===== src/rtl/scanout_addr_gen.sv =====
module scanout_addr_gen #(
  parameter int ADDR_W    = 32,
  parameter int LEN_W     = 16,
  parameter int LINE_W    = 12,
  parameter int OUT_W     = 4,
  parameter int BEAT_LG2  = 3,
  parameter int MAX_BURST = 16,
  localparam int BL_W     = $clog2(MAX_BURST + 1),
  localparam int BEAT_W   = LEN_W - BEAT_LG2 + 1
) (
  input  logic              clk,
  input  logic              rst_n,
  input  logic [ADDR_W-1:0] cfg_base,
  input  logic [LEN_W-1:0]  cfg_line_bytes,
  input  logic [LEN_W-1:0]  cfg_pitch,
  input  logic [LINE_W-1:0] cfg_lines_m1,
  input  logic [BL_W-1:0]   cfg_burst,
  input  logic [OUT_W-1:0]  cfg_outstanding,
  input  logic              sof,
  output logic              req_valid,
  input  logic              req_ready,
  output logic [ADDR_W-1:0] req_addr,
  output logic [BL_W-1:0]   req_beats,
  input  logic              rsp_done
);

  logic              active, hold_q, restart_pend;
  logic [ADDR_W-1:0] line_addr, cur_addr;
  logic [BEAT_W-1:0] rem, line_beats_q;
  logic [LEN_W-1:0]  pitch_q;
  logic [LINE_W-1:0] lines_q, line_idx;
  logic [OUT_W-1:0]  inflight;
  logic [BL_W-1:0]   beats_q;

  logic [BEAT_W-1:0] cfg_beats;
  logic [BL_W-1:0]   burst_eff, fresh_beats;
  logic [OUT_W-1:0]  omax_eff;
  logic              room, accept, stall, do_start, line_end, frame_end, retire;

  assign cfg_beats   = BEAT_W'(({1'b0, cfg_line_bytes} + (LEN_W+1)'(2**BEAT_LG2 - 1)) >> BEAT_LG2);
  assign burst_eff   = (cfg_burst == '0) ? BL_W'(1)
                     : (cfg_burst > BL_W'(MAX_BURST)) ? BL_W'(MAX_BURST) : cfg_burst;
  assign omax_eff    = (cfg_outstanding == '0) ? OUT_W'(1) : cfg_outstanding;
  assign fresh_beats = (rem < BEAT_W'(burst_eff)) ? BL_W'(rem) : burst_eff;
  assign room        = inflight < omax_eff;

  assign req_valid = active & (hold_q | room);
  assign req_beats = hold_q ? beats_q : fresh_beats;
  assign req_addr  = cur_addr;

  assign accept    = req_valid & req_ready;
  assign stall     = req_valid & ~req_ready;
  assign do_start  = (sof | restart_pend) & ~stall;
  assign line_end  = BEAT_W'(req_beats) == rem;
  assign frame_end = line_end & (line_idx == lines_q);
  assign retire    = rsp_done & (inflight != '0);

  always_ff @(posedge clk) begin
    if (!rst_n) begin
      active       <= 1'b0;
      hold_q       <= 1'b0;
      restart_pend <= 1'b0;
      inflight     <= '0;
      beats_q      <= '0;
      line_addr    <= '0;
      cur_addr     <= '0;
      rem          <= '0;
      line_beats_q <= '0;
      pitch_q      <= '0;
      lines_q      <= '0;
      line_idx     <= '0;
    end else begin
      hold_q   <= stall;
      beats_q  <= req_beats;
      inflight <= inflight + OUT_W'(accept) - OUT_W'(retire);

      if (do_start)  restart_pend <= 1'b0;
      else if (sof)  restart_pend <= 1'b1;

      if (do_start) begin
        active       <= 1'b1;
        line_addr    <= cfg_base;
        cur_addr     <= cfg_base;
        rem          <= cfg_beats;
        line_beats_q <= cfg_beats;
        pitch_q      <= cfg_pitch;
        lines_q      <= cfg_lines_m1;
        line_idx     <= '0;
      end else if (accept) begin
        if (frame_end) begin
          active <= 1'b0;
        end else if (line_end) begin
          line_idx  <= line_idx + 1'b1;
          line_addr <= line_addr + ADDR_W'(pitch_q);
          cur_addr  <= line_addr + ADDR_W'(pitch_q);
          rem       <= line_beats_q;
        end else begin
          cur_addr <= cur_addr + (ADDR_W'(req_beats) << BEAT_LG2);
          rem      <= rem - BEAT_W'(req_beats);
        end
      end
    end
  end


  req_hold_chk: assert property (@(posedge clk) disable iff (!rst_n)
    req_valid && !req_ready |=> req_valid && $stable(req_addr) && $stable(req_beats));


  burst_cap_chk: assert property (@(posedge clk) disable iff (!rst_n)
    req_valid && !hold_q |-> req_beats != '0 && req_beats <= burst_eff);


  no_overflow_chk: assert property (@(posedge clk) disable iff (!rst_n)
    $rose(req_valid) |-> inflight < omax_eff);


  frame_idle_chk: assert property (@(posedge clk) disable iff (!rst_n)
    accept && frame_end && !do_start && !sof |=> !req_valid);


  start_addr_chk: assert property (@(posedge clk) disable iff (!rst_n)
    do_start |=> req_addr == $past(cfg_base));

endmodule


===== config.mk =====
export PLATFORM = sky130hd
export DESIGN_NAME = scanout_addr_gen
export DESIGN_NICKNAME = d
export VERILOG_FILES = /design/src/rtl/scanout_addr_gen.sv
export SDC_FILE = /design/constraint.sdc
export NUM_CORES = 1
export LEC_CHECK = 0
export ABC_CLOCK_PERIOD_IN_PS = 4200
export BUFFER_PORTS_ARGS = -buffer_cell sky130_fd_sc_hd__clkbuf_2
export CAP_MARGIN = 10
export CORE_AREA = 10 10 143 145
export CTS_CLUSTER_SIZE = 20
export DETAILED_ROUTE_END_ITERATION = 6
export DIE_AREA = 0 0 153 155
export PLACE_DENSITY = 0.84
export SLEW_MARGIN = 40
export SYNTH_ARGS = -nofsm -noshare
export SYNTH_HDL_FRONTEND = slang
export SYNTH_SLANG_ARGS = --single-unit

===== constraint.sdc =====
create_clock -name clk -period 4.2 [get_ports clk]
set_input_delay 0 -clock clk [delete_from_list [all_inputs] [get_ports clk]]
set_output_delay 0 -clock clk [all_outputs]
set_load 0.05 [all_outputs]

==> metrics <==
status=finished clean; sw frac=a little under half; clk_lat worst skew=0.44 ns; tightest hold margin=between 0.004 and 0.005 ns; CTS sink cnt=~140; vias in the first global route=about 9700; relative slew slack=45.5%; detailed-route via count=~9900; Mapped Area=about 0.0091 sq mm; Die X=around 150 um; fmax=249 MHz; Rows=49; Final Critical Period=~4 ns; pin count of the biggest net entering global routing=57; FILL cells=~1500; sequential-to-total area share from yosys stat=31.6%; Synth Instances=~1200; CP Capture Type=flip-flop; dominant cells by area after synthesis=dfxtp_1, a21oi_1, nand2_1; worst setup margin=approximately 0.19 ns; core area=~0.018 sq mm; worst vdd ir=between 0.4 and 0.5 mV; initial antenna violation count=0; worst-margin pin slew=~0.81 ns; first-pass GRT wire length=between 40000 and 50000 um; cell accounting for the most synthesized area=dfxtp_1; Clk pwr share=roughly 22%; Yosys top cell area share=31.6%; Max Buffers Root-to-Sink=2; crit path max fanout=9; Seq cells post-synth=between 100 and 150; Final Core Density=between 60% and 70%; Avg Vias per Cell=approximately 6.2; CTS tree=built; share of cells above drive strength 1=a little under a fifth; antenna-violating nets left=0; crit path launch type=flip-flop; Syn Nets=1307; die area=approximately 0.024 sq mm; final wirelength=between 30000 and 40000 um; Syn. warnings=0; register share of total power=~29%; number of I/O pins=around 130; worst hold path class=in2reg; Remaining DRCs=0; # setup viols final=0; PD cells=609 mW/mm^2; Clock Pin Slew Worst Setup and Hold Paths=approximately 0.07 ns; PortBufs=approximately 130; leakage=~4.8 nW; Max Cap Violations=0; first-pass iteration count of the detailed router=5; Arr. time, crit path=between 4 and 5 ns; Post-synth EDFFs=0; Die Ht=155 um; Initial Util=around half; critical path class=reg2reg; Syn-to-layout area delta=24.3%; Inserted Clock Buffers=17; Setup WS pre-CTS=around 0.048 ns; Wirelength per Cell=just under 20 um; fin nets=1488; Post-Place Cells=roughly 1500; antenna cells=0; Synth Flop Type=dfxtp_1; CTS HTree Levels=4; Final Hold Fails=0; Avg Inst Size Synth=between 7 and 8 sq um; count of cell types in the netlist=84; Final Non-Filler Cells=approximately 1600; hpwl dp=~22000 um; async set-reset flop share out of synthesis=0%; GP Congestion=~0.98; Pint=~3.7 mW; clk_skew=between 0.009 and 0.01 ns; Gate power share=just under 50%; Initial DRC Count=approximately 1100; final worst path period share=between 90% and 100%; max-slew violation count=0; worst endpoint required time=~4.5 ns; Net Sw Power=approximately 3.2 mW; Overflow after GRT=0; clock root cell=clkbuf_16; GRT Total Usage=approximately 25%
==> worst max-delay path, cell delays in order (launching register included) <==
cell	delay (ns)
dfxtp_1	0.31
ha_1	0.28
nor2b_4	0.19
o2111ai_2	0.19
o211a_4	0.32
a211oi_2	0.30
a21oi_4	0.08
ha_1	0.27
fa_1	0.41
a21o_1	0.17
a21o_1	0.24
nand3_1	0.15
o211ai_1	0.15
or2_4	0.31
a311o_1	0.35
o211ai_1	0.09
a211oi_1	0.07
==> repair_timing <==
action	CTS	global route
gates resized for setup	0	15
endpoints found under the setup margin	0	64
buffers inserted	0	1
hold buffers	54	0
hold endpoints to repair	64	0
==> through the flow <==
step / cell area (sq um) / TNS (ns) / total power, mW
finish: 11300 / 0 / 6.90
CTS: 11300 / 0 / 6.78
global route: 11300 / -0.0543 / 7.30
global placement: 10100 / 0 / 5.11
floorplan: 9140 / 0 / 4.28
detailed placement: 10100 / 0 / 5.19
==> registers in the layout (all words and copies together), names as in the netlist <==
| signal | count |
|---|---|
| inflight | 4 |
| lines_q | 12 |
| rem | 14 |
| line_beats_q | 14 |
| pitch_q | 16 |
| req_addr | 32 |
| line_addr | 32 |
| active | 1 |
| restart_pend | 1 |
| beats_q | 5 |
| hold_q | 1 |
| line_idx | 12 |
==> logic make-up (layout without fill, tap and decap cells) <==
family | count (synthesis) | count (layout) | synth area share (%)
AOI/OAI and AO/OA | 388 | 388 | 27.7
adders and majority gates | 41 | 41 | 5.95
xor gates and xnor gates | 64 | 64 | 6.15
muxes | 7 | 7 | 0.768
DFF | 144 | 144 | 31.6
and+or+nand+nor | 441 | 441 | 23.5
buffers and inverters | 91 | 285 | 4.29
==> path summary, 6_finish.rpt <==
path / startpoint / to / slack [ns] / cells after the start
worst max-delay path: rem[4] / req_addr[25] / 0.19 / 16
worst min-delay path: cfg_line_bytes[4] / line_beats_q[1] / 0.005 / 4
worst max register to register: rem[4] / req_addr[25] / 0.19 / 16
worst min register to register: pitch_q[10] / pitch_q[10] / 0.46 / 2
==> area by class of cell <==
class	count	area, sq um	share of cell area [%]
Clock buffer	17	425	3.75
Clock inverter	15	174	1.53
Inverter	30	113	0.993
Multi-Input combinational cell	941	5950	52.5
Sequential cell	144	2880	25.4
Tap cell	229	287	2.53
Timing Repair Buffer	223	1510	13.3
==> synth_stat cells, types with 19 or more instances <==
library cell and count:
a211oi_1 29, a21o_1 21, a21oi_1 125, and3_1 19
buf_2 19, clkbuf_1 35, dfxtp_1 144, ha_1 37
inv_1 29, nand2_1 140, nand3_1 32, nor2_1 119
nor3_1 32, o21a_1 20, o21ai_0 76, xnor2_1 38
xor2_1 26
==> power by group through the flow <==
stage	logic [mW]	registers, mW	clock network (mW)
final	3.37	1.98	1.55
after global routing	3.69	2.02	1.59
after CTS	3.27	1.96	1.55
after detailed placement	3.21	1.99	0
after global placement	3.14	1.97	0
after floorplan	2.13	2.15	0
==> layout by cell type (no fill, tap or decap), types with 8 or more instances in the layout <==
cell type        n
o2bb2ai_1        8
and2_1          11
or3_1           13
clkbuf_2       127
clkbuf_16       17
dlygate4sd3_1   54
xor2_1          26
and3_1          19
buf_4           40
dfxtp_1        144
a31oi_1         14
o211ai_1        18
nor2b_1          8
xnor2_1         38
nor3_1          31
nand4_1         16
inv_1           27
nand2_1        140
nor2_1         117
o21a_1          20
a21o_1          21
nand3_1         32
o21ai_0         76
a21oi_1        120
a211oi_1        27
ha_1            37
==> routing by layer <==
| layer | up-vias | track usage [%] | part of all wire [%] |
|---|---|---|---|
| met5 | - | 0 | 0 |
| met4 | 0 | 11.1 | 3.8 |
| met3 | 95 | 5.24 | 8.8 |
| met2 | 510 | 41.4 | 47 |
| met1 | 4647 | 30.7 | 41 |
| li1 | 4659 | - | - |
No activity file was read; power rests on OpenSTA's default activity.
